===== config.mk =====
export PLATFORM = sky130hd
export DESIGN_NAME = ext_bus_seq
export DESIGN_NICKNAME = d
export VERILOG_FILES = /design/src/rtl/ext_bus_pkg.sv /design/src/rtl/bus_phase_ctr.sv /design/src/rtl/bus_cmd_latch.sv /design/src/rtl/bus_pin_gen.sv /design/src/rtl/ext_bus_seq.sv
export SDC_FILE = /design/constraint.sdc
export NUM_CORES = 1
export LEC_CHECK = 0
export CELL_PAD_IN_SITES_DETAIL_PLACEMENT = 0
export CELL_PAD_IN_SITES_GLOBAL_PLACEMENT = 1
export CORE_MARGIN = 4
export CORE_UTILIZATION = 33
export DETAILED_ROUTE_END_ITERATION = 7
export PLACE_DENSITY = 0.78
export SYNTH_ARGS = -nofsm -noshare
export SYNTH_HDL_FRONTEND = slang
export SYNTH_SLANG_ARGS = --single-unit
export TNS_END_PERCENT = 20

===== constraint.sdc =====
create_clock -name clk -period 2.4 [get_ports clk]
set_clock_uncertainty 0.15 [all_clocks]
set_input_delay 0.36 -clock clk [delete_from_list [all_inputs] [get_ports clk]]
set_output_delay 0.36 -clock clk [all_outputs]
set_load 0.1 [all_outputs]

===== src/rtl/ext_bus_pkg.sv =====
package ext_bus_pkg;
    parameter int ADDR_W    = 16;
    parameter int DATA_W    = 8;
    parameter int STATES    = 6;
    parameter int PH_PER_ST = 2;
    localparam int PHASES   = STATES * PH_PER_ST;
    localparam int PH_W     = $clog2(PHASES);
    localparam int HALF     = PHASES / 2;
    localparam int HI_W     = ADDR_W - DATA_W;

    // phase windows (inclusive)
    localparam int ALE_LO   = 0;
    localparam int ALE_HI   = 1;
    localparam int PS_LO    = 2;
    localparam int PS_HI    = 4;
    localparam int XS_LO    = 3;
    localparam int XS_HI    = HALF + 3;
    localparam int WD_LO    = 2;
    localparam int WD_HI    = PHASES - 2;

    typedef enum logic [1:0] {
        CYC_IDLE  = 2'd0,
        CYC_FETCH = 2'd1,
        CYC_READ  = 2'd2,
        CYC_WRITE = 2'd3
    } cyc_kind_e;

    typedef struct packed {
        cyc_kind_e          kind;
        logic               wide;
        logic [ADDR_W-1:0]  addr;
        logic [DATA_W-1:0]  wdata;
        logic [DATA_W-1:0]  p2v;
    } cyc_cmd_t;

    function automatic logic in_win(input logic [PH_W-1:0] ph, input int lo, input int hi);
        return (int'(ph) >= lo) && (int'(ph) <= hi);
    endfunction
endpackage


===== src/rtl/bus_phase_ctr.sv =====
module bus_phase_ctr
    import ext_bus_pkg::*;
(
    input  logic            clk,
    input  logic            rst,
    output logic [PH_W-1:0] ph,
    output logic            live,
    output logic            cyc_end
);
    logic [PH_W-1:0] ph_q;
    logic            live_q;

    always_ff @(posedge clk) begin
        if (rst) begin
            ph_q   <= '0;
            live_q <= 1'b0;
        end else if (!live_q) begin
            live_q <= 1'b1;
        end else if (int'(ph_q) == PHASES - 1) begin
            ph_q <= '0;
        end else begin
            ph_q <= ph_q + 1'b1;
        end
    end

    assign ph      = ph_q;
    assign live    = live_q;
    assign cyc_end = live_q && (int'(ph_q) == PHASES - 1);

    AST_PHASE_WRAP: assert property (@(posedge clk) disable iff (rst)
        (live_q && int'(ph_q) == PHASES - 1) |=> (ph_q == '0));
endmodule


===== src/rtl/bus_cmd_latch.sv =====
module bus_cmd_latch
    import ext_bus_pkg::*;
(
    input  logic              clk,
    input  logic              rst,
    input  logic              cyc_end,
    input  logic              fetch_req,
    input  logic [ADDR_W-1:0] fetch_addr,
    input  logic              data_req,
    input  logic              data_we,
    input  logic              data_wide,
    input  logic [ADDR_W-1:0] data_addr,
    input  logic [DATA_W-1:0] data_wdata,
    input  logic [DATA_W-1:0] p2_latch,
    output cyc_cmd_t          cmd
);
    cyc_cmd_t cmd_q, cmd_nx;

    always_comb begin
        cmd_nx       = '0;
        cmd_nx.p2v   = p2_latch;
        cmd_nx.wdata = data_wdata;
        if (data_req) begin
            cmd_nx.kind = data_we ? CYC_WRITE : CYC_READ;
            cmd_nx.wide = data_wide;
            cmd_nx.addr = data_addr;
        end else if (fetch_req) begin
            cmd_nx.kind = CYC_FETCH;
            cmd_nx.wide = 1'b1;
            cmd_nx.addr = fetch_addr;
        end else begin
            cmd_nx.kind = CYC_IDLE;
        end
    end

    always_ff @(posedge clk) begin
        if (rst)          cmd_q <= '0;
        else if (cyc_end) cmd_q <= cmd_nx;
    end

    assign cmd = cmd_q;

    AST_CMD_HELD: assert property (@(posedge clk) disable iff (rst)
        !cyc_end |=> $stable(cmd_q));
endmodule


===== src/rtl/bus_pin_gen.sv =====
module bus_pin_gen
    import ext_bus_pkg::*;
(
    input  logic              clk,
    input  logic              rst,
    input  logic [PH_W-1:0]   ph,
    input  logic              live,
    input  cyc_cmd_t          cmd,
    input  logic [DATA_W-1:0] p0_in,
    output logic              ale,
    output logic              psen_n,
    output logic              rd_n,
    output logic              wr_n,
    output logic [DATA_W-1:0] p0_out,
    output logic              p0_oe,
    output logic [DATA_W-1:0] p2_out,
    output logic [DATA_W-1:0] rd_data,
    output logic              rd_valid,
    output logic              fetch_ack,
    output logic              data_ack
);
    logic [ADDR_W-1:0] addr_nx;
    logic              is_data, first_lat, second_lat, cap;
    logic [DATA_W-1:0] rd_data_q;
    logic              rd_valid_q;

    assign addr_nx    = cmd.addr + 1'b1;
    assign is_data    = (cmd.kind == CYC_READ) || (cmd.kind == CYC_WRITE);
    assign first_lat  = in_win(ph, ALE_LO, ALE_HI);
    assign second_lat = in_win(ph, ALE_LO + HALF, ALE_HI + HALF);

    always_comb begin
        ale       = 1'b0;
        psen_n    = 1'b1;
        rd_n      = 1'b1;
        wr_n      = 1'b1;
        p0_out    = '0;
        p0_oe     = 1'b0;
        p2_out    = '0;
        fetch_ack = 1'b0;
        data_ack  = 1'b0;
        if (live) begin
            ale       = first_lat || (second_lat && !is_data);
            fetch_ack = (cmd.kind == CYC_FETCH) && (ph == '0);
            data_ack  = is_data && (ph == '0);
            p2_out    = cmd.p2v;
            unique case (cmd.kind)
                CYC_FETCH: begin
                    psen_n = !(in_win(ph, PS_LO, PS_HI) || in_win(ph, PS_LO + HALF, PS_HI + HALF));
                    if (first_lat) begin
                        p0_oe  = 1'b1;
                        p0_out = cmd.addr[DATA_W-1:0];
                    end else if (second_lat) begin
                        p0_oe  = 1'b1;
                        p0_out = addr_nx[DATA_W-1:0];
                    end
                    p2_out = (int'(ph) < HALF) ? cmd.addr[ADDR_W-1:DATA_W]
                                               : addr_nx[ADDR_W-1:DATA_W];
                end
                CYC_READ, CYC_WRITE: begin
                    if (cmd.wide) p2_out = cmd.addr[ADDR_W-1:DATA_W];
                    if (first_lat) begin
                        p0_oe  = 1'b1;
                        p0_out = cmd.addr[DATA_W-1:0];
                    end
                    if (cmd.kind == CYC_READ) begin
                        rd_n = !in_win(ph, XS_LO, XS_HI);
                    end else begin
                        wr_n = !in_win(ph, XS_LO, XS_HI);
                        if (in_win(ph, WD_LO, WD_HI)) begin
                            p0_oe  = 1'b1;
                            p0_out = cmd.wdata;
                        end
                    end
                end
                default: ;
            endcase
        end
    end

    // capture on the last phase of each incoming-byte strobe
    assign cap = live && (((cmd.kind == CYC_FETCH) &&
                           (int'(ph) == PS_HI || int'(ph) == PS_HI + HALF)) ||
                          ((cmd.kind == CYC_READ) && int'(ph) == XS_HI));

    always_ff @(posedge clk) begin
        if (rst) begin
            rd_data_q  <= '0;
            rd_valid_q <= 1'b0;
        end else begin
            rd_valid_q <= cap;
            if (cap) rd_data_q <= p0_in;
        end
    end

    assign rd_data  = rd_data_q;
    assign rd_valid = rd_valid_q;

    AST_STROBE_EXCL: assert property (@(posedge clk) disable iff (rst)
        !(!rd_n && !wr_n));
    AST_FLOAT_ZERO: assert property (@(posedge clk) disable iff (rst)
        !p0_oe |-> (p0_out == '0));
    AST_NO_CODE_IN_DATA: assert property (@(posedge clk) disable iff (rst)
        is_data |-> psen_n);
    AST_VALID_ON_RD_RISE: assert property (@(posedge clk) disable iff (rst)
        $rose(rd_n) |-> rd_valid);
endmodule


===== src/rtl/ext_bus_seq.sv =====
module ext_bus_seq
    import ext_bus_pkg::*;
(
    input  logic              clk,
    input  logic              rst,
    input  logic              fetch_req,
    input  logic [ADDR_W-1:0] fetch_addr,
    input  logic              data_req,
    input  logic              data_we,
    input  logic              data_wide,
    input  logic [ADDR_W-1:0] data_addr,
    input  logic [DATA_W-1:0] data_wdata,
    input  logic [DATA_W-1:0] p2_latch,
    input  logic [DATA_W-1:0] p0_in,
    output logic              ale,
    output logic              psen_n,
    output logic              rd_n,
    output logic              wr_n,
    output logic [DATA_W-1:0] p0_out,
    output logic              p0_oe,
    output logic [DATA_W-1:0] p2_out,
    output logic [DATA_W-1:0] rd_data,
    output logic              rd_valid,
    output logic              fetch_ack,
    output logic              data_ack
);
    logic [PH_W-1:0] ph;
    logic            live, cyc_end;
    cyc_cmd_t        cmd;

    bus_phase_ctr u_ph (
        .clk(clk), .rst(rst), .ph(ph), .live(live), .cyc_end(cyc_end)
    );

    bus_cmd_latch u_cmd (
        .clk(clk), .rst(rst), .cyc_end(cyc_end),
        .fetch_req(fetch_req), .fetch_addr(fetch_addr),
        .data_req(data_req), .data_we(data_we), .data_wide(data_wide),
        .data_addr(data_addr), .data_wdata(data_wdata), .p2_latch(p2_latch),
        .cmd(cmd)
    );

    bus_pin_gen u_pins (
        .clk(clk), .rst(rst), .ph(ph), .live(live), .cmd(cmd), .p0_in(p0_in),
        .ale(ale), .psen_n(psen_n), .rd_n(rd_n), .wr_n(wr_n),
        .p0_out(p0_out), .p0_oe(p0_oe), .p2_out(p2_out),
        .rd_data(rd_data), .rd_valid(rd_valid),
        .fetch_ack(fetch_ack), .data_ack(data_ack)
    );
endmodule


* Word-level counts from Yosys, hierarchy flattened
Index checks and enable logic that the tools add are counted.
Cells by class: reduce and logical (&&, ||, !) cells 22, add/subtract/negate cells 2, eq/ne operators 7, multipliers 0, order comparisons 10, shifts and indexed selects 0, mux-type cells 35, divide/modulo/power cells 0, bitwise operators 0
Operator list (count):
- $mux 8 | 9
- $pmux 8 s2 | 2
- $mux 1 | 20
- $mux 19 | 1
- $mux 17 | 1
- $add 16x1->16 const B | 1
- $eq 4x4->1 const B | 4
- $logic_and 1x1->1 | 12
- $ge 4x2->1 const B | 2
- $le 4x3->1 const B | 2
- $le 4x4->1 const B | 2
- $logic_or 1x1->1 | 5
- $add 4x1->4 const B | 1
- $eq 2x2->1 const B | 2
- $ge 4x3->1 const B | 1
- $ge 4x4->1 const B | 1
- $le 4x1->1 const B | 1
- $logic_not 4->1 | 1
- $lt 4x3->1 const B | 1
- $mux 4 | 1
- $logic_not 1->1 | 3
- $eq 2x1->1 const B | 1
- $pmux 1 s2 | 1
- $reduce_or 2->1 | 1
Word-level totals: output and inout bits 32, input bits 62, latch bits 0, memory bits (writable) 0, word-level logic and storage cells 85, memory bits (read-only) 0, memories kept 0, register bits 49

* Logic depth before layout (Yosys ltp)
depth after elaboration 6, gate-level depth with buffers 6, depth with buffers taken out 6

* Hierarchy
From an unflattened synthesis, not the netlist that was laid out.
Unflattened totals: cells, all modules 371, area, all modules 3286.9 um2
Modules (own cells, without submodules):
- bus_cmd_latch | sequential area each 700.7 um2, area an instance 1704.1 um2, instances 1, cells each 156
- bus_pin_gen | sequential area each 180.2 um2, area an instance 1378.8 um2, instances 1, cells each 194
- bus_phase_ctr | sequential area each 100.1 um2, area an instance 203.9 um2, instances 1, cells each 21

* Worst setup path after synthesis
No wires, ideal clock.
kind register to output, start register u_ph.ph_q[1], in the netlist u_ph.ph[1], end output port p0_oe, data arrival time 3.607 ns, setup slack -1.717 ns, path buffers 0, stages on the path, launching flop included 6, required time 1.890 ns, cell sequence dfxtp_1 > ha_1 > nand2b_1 > o2bb2ai_2 > nand2_1 > a311oi_1
On the way: longest elaborated chain between the ends 6, elaborated cells between the ends (all ways) 14, classes of those cells order compare (5); mux (7); reduce/logical (2)
RTL lines:
- start: declaration | RTL line bus_phase_ctr.sv:10 | logic [PH_W-1:0] ph_q;
- start signal: assignment | RTL line bus_phase_ctr.sv:22 | ph_q <= ph_q + 1'b1;
- $le 4x1->1, or another cell as far along | RTL line ext_bus_pkg.sv:37 | return (int'(ph) >= lo) && (int'(ph) <= hi);
- $mux 1 or $logic_and 1x1->1 (tied branches) | RTL line bus_pin_gen.sv:62, ext_bus_pkg.sv:37
- $mux 1, on equally long branches | RTL line bus_pin_gen.sv:70, bus_pin_gen.sv:53
- $mux 1, on equally long branches | RTL line bus_pin_gen.sv:66, bus_pin_gen.sv:50
- $pmux 1 s2 * | RTL line bus_pin_gen.sv:47 | unique case (cmd.kind)
- $mux 1 * | RTL line bus_pin_gen.sv:42 | if (live) begin
- end: declaration | RTL line ext_bus_seq.sv:20 | output logic p0_oe,
Every way passes the cells marked *; elsewhere a longest branch is shown, timed or not.

* Final worst setup path
start register u_cmd.cmd_q, in the netlist u_cmd.cmd[22], end output port p2_out[6]
On the way: longest elaborated chain between the ends 4
RTL lines:
- start: declaration | RTL line bus_cmd_latch.sv:17 | cyc_cmd_t cmd_q, cmd_nx;
- start signal: assignment | RTL line bus_cmd_latch.sv:38 | else if (cyc_end) cmd_q <= cmd_nx;
- $add 16x1->16 | RTL line bus_pin_gen.sv:27 | assign addr_nx = cmd.addr + 1'b1;
- $mux 8 | RTL line bus_pin_gen.sv:57 | p2_out = (int'(ph) < HALF) ? cmd.addr[ADDR_W-1:DATA_W]
- $pmux 8 s2 | RTL line bus_pin_gen.sv:47
- $mux 8 | RTL line bus_pin_gen.sv:42
- end: declaration | RTL line ext_bus_seq.sv:21 | output logic [DATA_W-1:0] p2_out,
Every way passes these cells.

==> run summary <==
clock transition at the registers of the reported paths -> 0.11 ns
clk sink count -> 49
die width -> 103 um
detailed-route via count -> 3311
HPWL after DPL -> 8090 um
slowest stage delay, CP -> 0.54 ns
grt total ovfl -> 0
maximum vdd drop -> 308 uV
Total Nets Final -> 572
MaxCap Viol Count -> 0
syn nets -> 451
Reg2Reg Depth -> 7
asr flop ratio synth -> 0
crit end category -> primary output
worst setup path endpoint -> p2_out[6]
post-synth top area share -> 0.327
Final Hold Viols -> 0
synth top area cells -> dfxtp_1, nand2_1, mux2i_1
Starting DRT DRC Count -> 233
minimum clock period -> 2.56 ns
vias per inst -> 5.39
Avg Cell Area, Syn -> 7.81 um^2
Post-Syn Instances -> 384
top_reg_cell synth -> dfxtp_1
Initial Util -> 0.342
critical path's slowest cell -> or4_4
area delta synth->final -> 65.2%
Worst R2R Setup Slack -> 0.35 ns
pwr dens -> 332 nW/um^2
n_diodes -> 0
Boundary Pins -> 94
outcome -> finished, violations left
global-route wire length before repair -> 16700 um
count leader, synth -> nand2_1
RSZ-0062 raised after global routing -> yes
Clock Latency Late Sink -> 0.30 ns
synth warn -> 0
fin. max-slew vios -> 0
ANT nets after route -> 0
Req. time, crit path -> 1.89 ns
initial antenna violation count -> 0
Post-synth top cells -> nand2_1, dfxtp_1, a21oi_1
count of final setup violators -> 16
Netlist cell types -> 58
Filler cells -> 835
Root Buffer -> clkbuf_8
r2r startpoint -> u_ph.ph[3]$_SDFFE_PP0P_
layout cells sized above 1 -> 0.302
largest net degree at the start of global routing -> 31
Place WS -> 0.0762 ns
R2R Path End -> u_cmd.cmd[24]$_SDFFE_PP0P_
highest net fanout along the worst path -> 6
Critical Path Start -> u_cmd.cmd[22]$_SDFFE_PP0P_
deepest clock path buffer count -> 2
DIE HEIGHT -> 103 um
sequential-to-total area share from yosys stat -> 0.327
post-synth top area cell -> dfxtp_1
I/O Buffers -> 93
post-DR wirelength/cell -> 17.1 um
violated checks -> setup timing
# DRC -> 0
drt total wl -> 10500 um
drt first pass iters -> 4
Final Util -> 0.566
normalized max-slew margin -> 0.573
Post-Route Setup TNS -> -1.18 ns
Post-synth EDFFs -> 0
CTS tree -> built
CTS H-Tree Depth -> 2
crit path kind -> reg2out
leakage -> 1.79 nW
die area -> 10700 um^2
Yosys reg bits -> 49
fmax -> 0.390 GHz
Tcrit/Tclk final -> 1.07
Startpoint Class -> flop
cts hold-fix bufs -> 0
CP cell instances -> nand3_4 -> or4_4 -> or3_4 -> a31oi_4 -> buf_12
std cell rows -> 34
crit path DAT -> 2.05 ns
Total Routing Usage GR -> 0.200
GP Congestion -> 0.934
synthesized cell area -> 3000 um^2
vias in the first global route -> 3239
area of the core -> 8760 um^2
worst min path class -> reg2reg
Inserted Clock Buffers -> 5
Final WS setup -> -0.165 ns
actual slew at the worst max-slew pin -> 0.632 ns
-- per-stage QoR --
step                power [mW]  hold slack (ns)  area (um^2)  cells
finish                    1.65            0.312         4960    614
global route              1.72            0.331         4960    614
detailed placement        1.11            0.301         4700    598
floorplan                0.962            0.282         3250    384
CTS                       1.66            0.319         4840    611
global placement          1.10            0.294         4700    598
-- worst max-delay path: cells and delay by family, from the launching register on --
kind / cells / cell delay [ns]
and+or+nand+nor: 3 / 1.00
AOI/OAI and AO/OA: 1 / 0.16
DFF: 1 / 0.40
buffers and inverters: 1 / 0.19
-- where the power goes --
| group | switching (mW) | leakage, nW | total [mW] | internal, mW |
|---|---|---|---|---|
| logic | 0.125 | 1.34 | 0.277 | 0.153 |
| clock network | 0.311 | 0.0518 | 0.552 | 0.240 |
| registers | 0.00831 | 0.405 | 0.818 | 0.809 |
| total | 0.445 | 1.79 | 1.65 | 1.20 |
-- sequential cells by signal, indices dropped and copies added, names as in the netlist --
register / flops
u_pins.rd_data: 8
u_pins.rd_valid: 1
u_ph.ph: 4
u_cmd.cmd: 35
u_ph.live: 1
-- final cells by class --
cell class | instances | area [um^2] | area share
Tap cell | 108 | 135 | 0.0273
Multi-Input combinational cell | 295 | 2110 | 0.426
Inverter | 6 | 25.0 | 0.00505
Timing Repair Buffer | 148 | 1560 | 0.316
Clock buffer | 6 | 82.6 | 0.0167
Clock inverter | 2 | 17.5 | 0.00353
Sequential cell | 49 | 1020 | 0.206
-- worst min path at each step --
stage | start | endpoint | slack (ns) | depth (start not counted)
final | u_pins.rd_data[2]$_SDFFE_PP0P_ | u_pins.rd_data[2]$_SDFFE_PP0P_ | 0.31 | 2
after detailed placement | u_pins.rd_data[2]$_SDFFE_PP0P_ | u_pins.rd_data[2]$_SDFFE_PP0P_ | 0.30 | 2
after floorplan | u_cmd.cmd[14]$_SDFFE_PP0P_ | u_cmd.cmd[14]$_SDFFE_PP0P_ | 0.28 | 2
after global routing | u_pins.rd_data[3]$_SDFFE_PP0P_ | u_pins.rd_data[3]$_SDFFE_PP0P_ | 0.33 | 2
after global placement | u_pins.rd_data[2]$_SDFFE_PP0P_ | u_pins.rd_data[2]$_SDFFE_PP0P_ | 0.29 | 2
after CTS | u_pins.rd_data[2]$_SDFFE_PP0P_ | u_pins.rd_data[2]$_SDFFE_PP0P_ | 0.32 | 2
-- cell usage in the layout, fill, tap and decap left out, types with 4 or more instances in the layout --
cell             instances
nand4_1                 10
dfxtp_4                  9
clkdlybuf4s50_1         61
a221o_1                 12
a21oi_2                  6
o2111ai_1                6
o21ai_0                  6
dfxtp_2                  5
a221oi_1                 5
and3_1                  18
nand3_1                  9
dfxtp_1                 35
o311ai_0                 5
nand2b_1                 5
inv_1                    4
buf_4                   62
mux2i_1                 15
ha_4                     4
a21oi_1                 19
nor2_1                  14
clkbuf_8                 6
buf_12                  22
nor3_1                   9
nand2_1                 74
o211ai_1                 6
-- what timing repair did --
| action | in CTS | in global routing |
|---|---|---|
| setup buffers | 5 | 3 |
| setup endpoints to repair | 17 | 20 |
| resized for setup | 5 | 21 |
| pin swaps | 5 | 12 |
-- metal layers --
layer / global-route usage / wire length (um)
met1: 0.303 / 5070
met2: 0.298 / 4580
met3: 0.0315 / 696
met4: 0.0438 / 129
met5: 0 / 0
-- cells by family after synthesis --
kind of cell / after synthesis / share of synthesized area
mux: 17 / 0.0567
simple gates: 175 / 0.291
flops: 49 / 0.327
fa+ha+maj: 5 / 0.0209
xor+xnor: 4 / 0.0117
buf+inv: 40 / 0.0584
compound gates: 94 / 0.234
(Power assumes the default switching activity.)
